**src/rtl/bootctl_pkg.sv**
```systemverilog
package bootctl_pkg;

    typedef enum logic [1:0] {
        PG_LOW     = 2'd0,
        PG_CAPTURE = 2'd1,
        PG_ON      = 2'd2
    } pg_state_t;

    typedef enum logic [1:0] {
        DEST_LPC  = 2'b00,
        DEST_RSVD = 2'b01,
        DEST_PCI  = 2'b10,
        DEST_SPI  = 2'b11
    } dest_t;

    localparam int REG_W        = 32;
    localparam int BIT_LOCK     = 0;
    localparam int BIT_NOREBOOT = 5;
    localparam int BIT_ERRHOST  = 9;
    localparam int BIT_DEST_LO  = 10;
    localparam int BIT_DEST_HI  = 11;
    localparam int BIT_CAPSEL   = 12;

    typedef struct packed {
        logic  cap_sel;
        dest_t dest;
        logic  err_host;
        logic  no_reboot;
        logic  lock;
    } ctl_t;

endpackage

```
**src/rtl/bootctl_sync.sv**
```systemverilog
module bootctl_sync #(
    parameter int STAGES = 2
) (
    input  logic clk,
    input  logic rst_n,
    input  logic d,
    output logic q
);
    localparam int TOP = STAGES - 1;

    logic [TOP:0] chain;

    generate
        if (STAGES == 1) begin : g_single
            always_ff @(posedge clk or negedge rst_n) begin
                if (!rst_n) chain <= '0;
                else        chain <= d;
            end
        end else begin : g_multi
            always_ff @(posedge clk or negedge rst_n) begin
                if (!rst_n) chain <= '0;
                else        chain <= {chain[TOP-1:0], d};
            end
        end
    endgenerate

    assign q = chain[TOP];
endmodule

```
**src/rtl/bootctl_seq.sv**
```systemverilog
module bootctl_seq
    import bootctl_pkg::*;
(
    input  logic clk,
    input  logic rst_n,
    input  logic pg_sync,
    output logic capture
);
    pg_state_t state, state_nx;

    always_ff @(posedge clk or negedge rst_n) begin
        if (!rst_n) state <= PG_LOW;
        else        state <= state_nx;
    end

    always_comb begin
        state_nx = state;
        unique case (state)
            PG_LOW:     if (pg_sync)  state_nx = PG_CAPTURE;
            PG_CAPTURE:               state_nx = PG_ON;
            PG_ON:      if (!pg_sync) state_nx = PG_LOW;
            default:                  state_nx = PG_LOW;
        endcase
    end

    always_comb begin
        capture = 1'b0;
        unique case (state)
            PG_CAPTURE: capture = 1'b1;
            default:    capture = 1'b0;
        endcase
    end
endmodule

```
**src/rtl/bootctl_decode.sv**
```systemverilog
module bootctl_decode
    import bootctl_pkg::*;
#(
    parameter int ADDR_W      = 32,
    parameter int REGION_BITS = 8
) (
    input  dest_t              dest,
    input  logic [ADDR_W-1:0]  addr,
    input  logic               qualify,
    output logic               to_pci,
    output logic               to_spi,
    output logic               to_lpc
);
    localparam int MSB = ADDR_W - 1;

    logic in_region;
    assign in_region = &addr[MSB -: REGION_BITS];

    always_comb begin
        to_pci = 1'b0;
        to_spi = 1'b0;
        to_lpc = 1'b0;
        unique case (dest)
            DEST_PCI:  to_pci = in_region;
            DEST_SPI:  to_spi = qualify;
            DEST_LPC:  to_lpc = qualify;
            DEST_RSVD: ;
            default:   ;
        endcase
    end
endmodule

```
**src/rtl/bootctl_reg.sv**
```systemverilog
module bootctl_reg
    import bootctl_pkg::*;
#(
    parameter int ADDR_W      = 32,
    parameter int SYNC_STAGES = 2,
    parameter int REGION_BITS = 8
) (
    input  logic              clk,
    input  logic              rst_n,
    input  logic              pwr_good,
    input  logic              strap_dest_hi,
    input  logic              strap_dest_lo,
    input  logic              strap_noreboot,
    input  logic              wr_en,
    input  logic [31:0]       wr_data,
    output logic [31:0]       rd_data,
    input  logic [ADDR_W-1:0] dec_addr,
    input  logic              dec_qualify,
    output logic              route_pci,
    output logic              route_spi,
    output logic              route_lpc,
    input  logic              wdt_first_to,
    input  logic              wdt_second_to,
    output logic              wdt_irq,
    output logic              wdt_reboot
);
    logic pg_sync;
    logic cap_strobe;
    ctl_t ctl;
    logic nr_pinned;
    logic rsvd_unused;

    bootctl_sync #(.STAGES(SYNC_STAGES)) u_sync (
        .clk   (clk),
        .rst_n (rst_n),
        .d     (pwr_good),
        .q     (pg_sync)
    );

    bootctl_seq u_seq (
        .clk     (clk),
        .rst_n   (rst_n),
        .pg_sync (pg_sync),
        .capture (cap_strobe)
    );

    always_ff @(posedge clk or negedge rst_n) begin
        if (!rst_n) begin
            ctl       <= '0;
            nr_pinned <= 1'b0;
        end else if (cap_strobe) begin
            ctl.cap_sel   <= 1'b0;
            ctl.dest      <= dest_t'({strap_dest_hi, strap_dest_lo});
            ctl.err_host  <= 1'b0;
            ctl.no_reboot <= strap_noreboot;
            ctl.lock      <= 1'b0;
            nr_pinned     <= strap_noreboot;
        end else if (wr_en) begin
            ctl.cap_sel  <= wr_data[BIT_CAPSEL];
            ctl.err_host <= wr_data[BIT_ERRHOST];
            if (!ctl.lock)
                ctl.dest <= dest_t'(wr_data[BIT_DEST_HI:BIT_DEST_LO]);
            ctl.lock      <= ctl.lock | wr_data[BIT_LOCK];
            ctl.no_reboot <= nr_pinned | wr_data[BIT_NOREBOOT];
        end
    end

    assign rsvd_unused = ^{wr_data[31:13], wr_data[8:6], wr_data[4:1]};

    always_comb begin
        rd_data                           = '0;
        rd_data[BIT_CAPSEL]               = ctl.cap_sel;
        rd_data[BIT_DEST_HI:BIT_DEST_LO]  = ctl.dest;
        rd_data[BIT_ERRHOST]              = ctl.err_host;
        rd_data[BIT_NOREBOOT]             = ctl.no_reboot;
        rd_data[BIT_LOCK]                 = ctl.lock;
    end

    bootctl_decode #(.ADDR_W(ADDR_W), .REGION_BITS(REGION_BITS)) u_dec (
        .dest    (ctl.dest),
        .addr    (dec_addr),
        .qualify (dec_qualify),
        .to_pci  (route_pci),
        .to_spi  (route_spi),
        .to_lpc  (route_lpc)
    );

    assign wdt_irq    = wdt_first_to;
    assign wdt_reboot = wdt_second_to & ~ctl.no_reboot;
endmodule

```
**config.mk**
```make
export PLATFORM = sky130hd
export DESIGN_NAME = bootctl_reg
export DESIGN_NICKNAME = d
export VERILOG_FILES = /design/src/rtl/bootctl_pkg.sv /design/src/rtl/bootctl_sync.sv /design/src/rtl/bootctl_seq.sv /design/src/rtl/bootctl_decode.sv /design/src/rtl/bootctl_reg.sv
export SDC_FILE = /design/constraint.sdc
export NUM_CORES = 1
export LEC_CHECK = 0
export CAP_MARGIN = 20
export CORE_MARGIN = 8
export CORE_UTILIZATION = 22
export DETAILED_ROUTE_END_ITERATION = 7
export HOLD_SLACK_MARGIN = 0.05
export PLACE_DENSITY = 0.88
export SYNTH_ARGS = -nofsm -noshare
export SYNTH_HDL_FRONTEND = slang
export SYNTH_SLANG_ARGS = --single-unit
```
**constraint.sdc**
```tcl
create_clock -name clk -period 1.53 [get_ports clk]
set_clock_uncertainty 0.2 [all_clocks]
set_input_delay 0.306 -clock clk [delete_from_list [all_inputs] [get_ports clk]]
set_output_delay 0.306 -clock clk [all_outputs]
set_load 0.05 [all_outputs]
```
==> results_dict.tcl <==
set metrics [dict create \
    drtIter0Drc 6 \
    stdcell_count 139 \
    initial_core_util_pct 22.8 \
    post_synth.cell_area_avg_um2 9.80 \
    design_area_mm2 0.00111 \
    number_of_antenna_violations_at_the_first_check_in_global_routing 0 \
    hp-class "reg2reg" \
    syn2layout_area_growth_pct 61.3 \
    final_cell_mix "sky130_fd_sc_hd__conb_1, sky130_fd_sc_hd__clkdlybuf4s50_1, sky130_fd_sc_hd__buf_12" \
    seq_area_frac_synth_pct 40.1 \
    cp-end-kind "output port" \
    cts_buffers 3 \
    timing.critical_path.fanout_max 1 \
    cellLeakagePower_nw 0.528 \
    worst_skew_pair.late_latency_ns 0.26 \
    grt_use_total_pct 7.20 \
    cp_max_stage_delay_ns 0.46 \
    netlist.top_cell.by_area "sky130_fd_sc_hd__dfrtp_1" \
    global_route.overflow_total 0 \
    yosys-top-cells-area "sky130_fd_sc_hd__dfrtp_1, sky130_fd_sc_hd__buf_4, sky130_fd_sc_hd__mux2i_1" \
    drtAntennaViolNets 0 \
    critical_path.startpoint_type "input pin" \
    p_per_area_mw_per_mm2 1750 \
    yosysWarningCount 0 \
    critical_path.startpoint "dec_addr[30]" \
    pin_count_of_the_biggest_net_entering_global_routing 12 \
    cts-root-buf "sky130_fd_sc_hd__clkbuf_4" \
    gp_congestion 0.660 \
    drt_drc_violations_left 0 \
    setup.worst_path.class "in2out" \
    htree_num_levels 1 \
    crit_slowest_cell "sky130_fd_sc_hd__clkdlybuf4s50_1" \
    worst_r2r_path_depth 3 \
    vias 506 \
    placement.cell_area_mm2 0.00108 \
    num_rows 20 \
    drive_gt1_share_pct 24.5 \
    maxClockFrequency_mhz 575 \
    crit_path_end "route_pci" \
    maxCapViolCount 0 \
    synth_area_um2 686 \
    critical_path_depth 4 \
    leading_cell_type_in_the_layout_fill_and_taps_excluded "sky130_fd_sc_hd__conb_1" \
    report.final.slew_viol_count 0 \
    detail_route.wl_per_cell_um 13.1 \
    period_utilization_post_route_pct 114 \
    dp_slack_ns -0.318 \
    first_global_vias 592 \
    worst_ir_drop_vdd_v 0.000715 \
    crit_buf_inv 2 \
    count_of_endpoints_failing_setup_in_the_final_report 3 \
    holdBufCountCts 0 \
    report.power.total_w 0.00193 \
    worstPathCellList "clkdlybuf4s50_1, nand2_1, nor3_4, buf_12" \
    design.die.area_mm2 0.00516 \
    place.port_buffers 32 \
    routed_via_density 3.64 \
    arrival_ns 1.23 \
    nets 181 \
    critical_path_required_ns 1.02 \
    floorplan.die.height_um 71.8 \
    grt_first_pass_wirelength_um 2920 \
    post_cts_buffers 0 \
    reg2reg_slack_ns 0.26 \
    rr_startpoint "rd_data[0]$_DFFE_PN0P_" \
    numClockSinks 11 \
    timing.final.ws_setup_ns -0.208 \
    failed_checks "negative setup slack" \
    worst_path_dominant_cell_family "buffers and inverters" \
    grt_setup_unrepaired "true" \
    boundaryPins 111 \
    tritoncts "done" \
    antenna_cells_inserted 0 \
    outcome "finished with violations" \
    die_w_um 71.8 \
    place_hpwl_um 1560 \
    finalCriticalPeriod_ns 1.74 \
    synth.distinct_cells 22 \
    routed_wl_um 1820 \
    place.detailed.instances 135 \
    synth_top_area_share_pct 40.1 \
    synth_edf_count 0 \
    synth_async_sr_flop_share_pct 100 \
    worst_r2r_endpoint "rd_data[11]$_DFFE_PN0P_" \
    firstDrtPassIters 3 \
    core_region_area_mm2 0.00300 \
    ys_seq_elements 11 \
    clk_path_buf_depth 2 \
    post-route-util_pct 36.8 \
    netlist_instances 70 \
    synth_flop_cell "sky130_fd_sc_hd__dfrtp_1" \
    clk_pin_slew_ns 0.06 \
    hold_viol_final 0 \
]
-- metrics by stage --
step	hold WS, ns	TNS, ns
after floorplan	-0.190	-0.460
after global placement	0.133	-0.682
after detailed placement	0.140	-0.769
after CTS	0.155	-0.536
after global routing	0.168	-0.721
final	0.152	-0.519
-- synth_stat cells, types with 2 or more instances --
master / instances
sky130_fd_sc_hd__mux2i_1: 4
sky130_fd_sc_hd__o21ai_1: 2
sky130_fd_sc_hd__dfrtp_1: 11
sky130_fd_sc_hd__nor2b_1: 3
sky130_fd_sc_hd__nor2_1: 4
sky130_fd_sc_hd__buf_4: 27
sky130_fd_sc_hd__nand2_1: 4
-- where the power goes --
part | switching (W) | internal [W] | total [W]
clock network | 0.0000885 | 0.000101 | 0.000189
logic | 0.000684 | 0.000539 | 0.00122
registers | 0.000115 | 0.000406 | 0.000521
-- final cells by class --
cell class	instances	area (um2)
Inverter	1	3.75
Sequential cell	11	279
Clock buffer	4	26.3
Fill cell	324	1900
Multi-Input combinational cell	55	322
Tap cell	33	41.3
Timing Repair Buffer	35	434
-- cell families after synthesis --
family	count (synthesis)	share of synthesized area, %
buffers and inverters	29	31.8
and+or+nand+nor	19	16.6
DFF	11	40.1
AOI/OAI and AO/OA	6	5.11
muxes	4	5.84
other	1	0.547
-- repair_timing --
action / 4_1_cts / 5_1_grt
pin swaps: 4 / 0
gates resized for setup: 10 / 0
cloned: 0 / 0
endpoints found under the setup margin: 4 / 5
-- registers in the layout, summed over array words and instances, names as in the netlist --
register	flops
rd_data	6
u_sync.chain	2
nr_pinned	1
u_seq.state	2
-- per-layer routing --
| metal | part of all wire, % | global-route usage (%) | vias to the layer above |
|---|---|---|---|
| met3 | 8.6 | 2.79 | 2 |
| met4 | 0.94 | 3.40 | 0 |
| met2 | 60 | 14.2 | 25 |
| li1 | - | - | 246 |
| met1 | 30 | 6.07 | 233 |
| met5 | 0 | 0 | - |
-- how the worst min path moves through the flow --
stage                         startpoint                   endpoint  slack (ns)  depth (start not counted)
6_report       u_sync.chain[0]$_DFF_PN0_  u_sync.chain[1]$_DFF_PN0_        0.15                          0
5_1_grt        u_sync.chain[0]$_DFF_PN0_  u_sync.chain[1]$_DFF_PN0_        0.17                          0
4_1_cts        u_sync.chain[0]$_DFF_PN0_  u_sync.chain[1]$_DFF_PN0_        0.16                          0
3_5_place_dp   u_sync.chain[0]$_DFF_PN0_  u_sync.chain[1]$_DFF_PN0_        0.14                          0
3_3_place_gp   u_sync.chain[0]$_DFF_PN0_  u_sync.chain[1]$_DFF_PN0_        0.13                          0
2_1_floorplan                      rst_n      nr_pinned$_DFFE_PN0P_       -0.19                          0
Power figures use the tool's default switching activity.
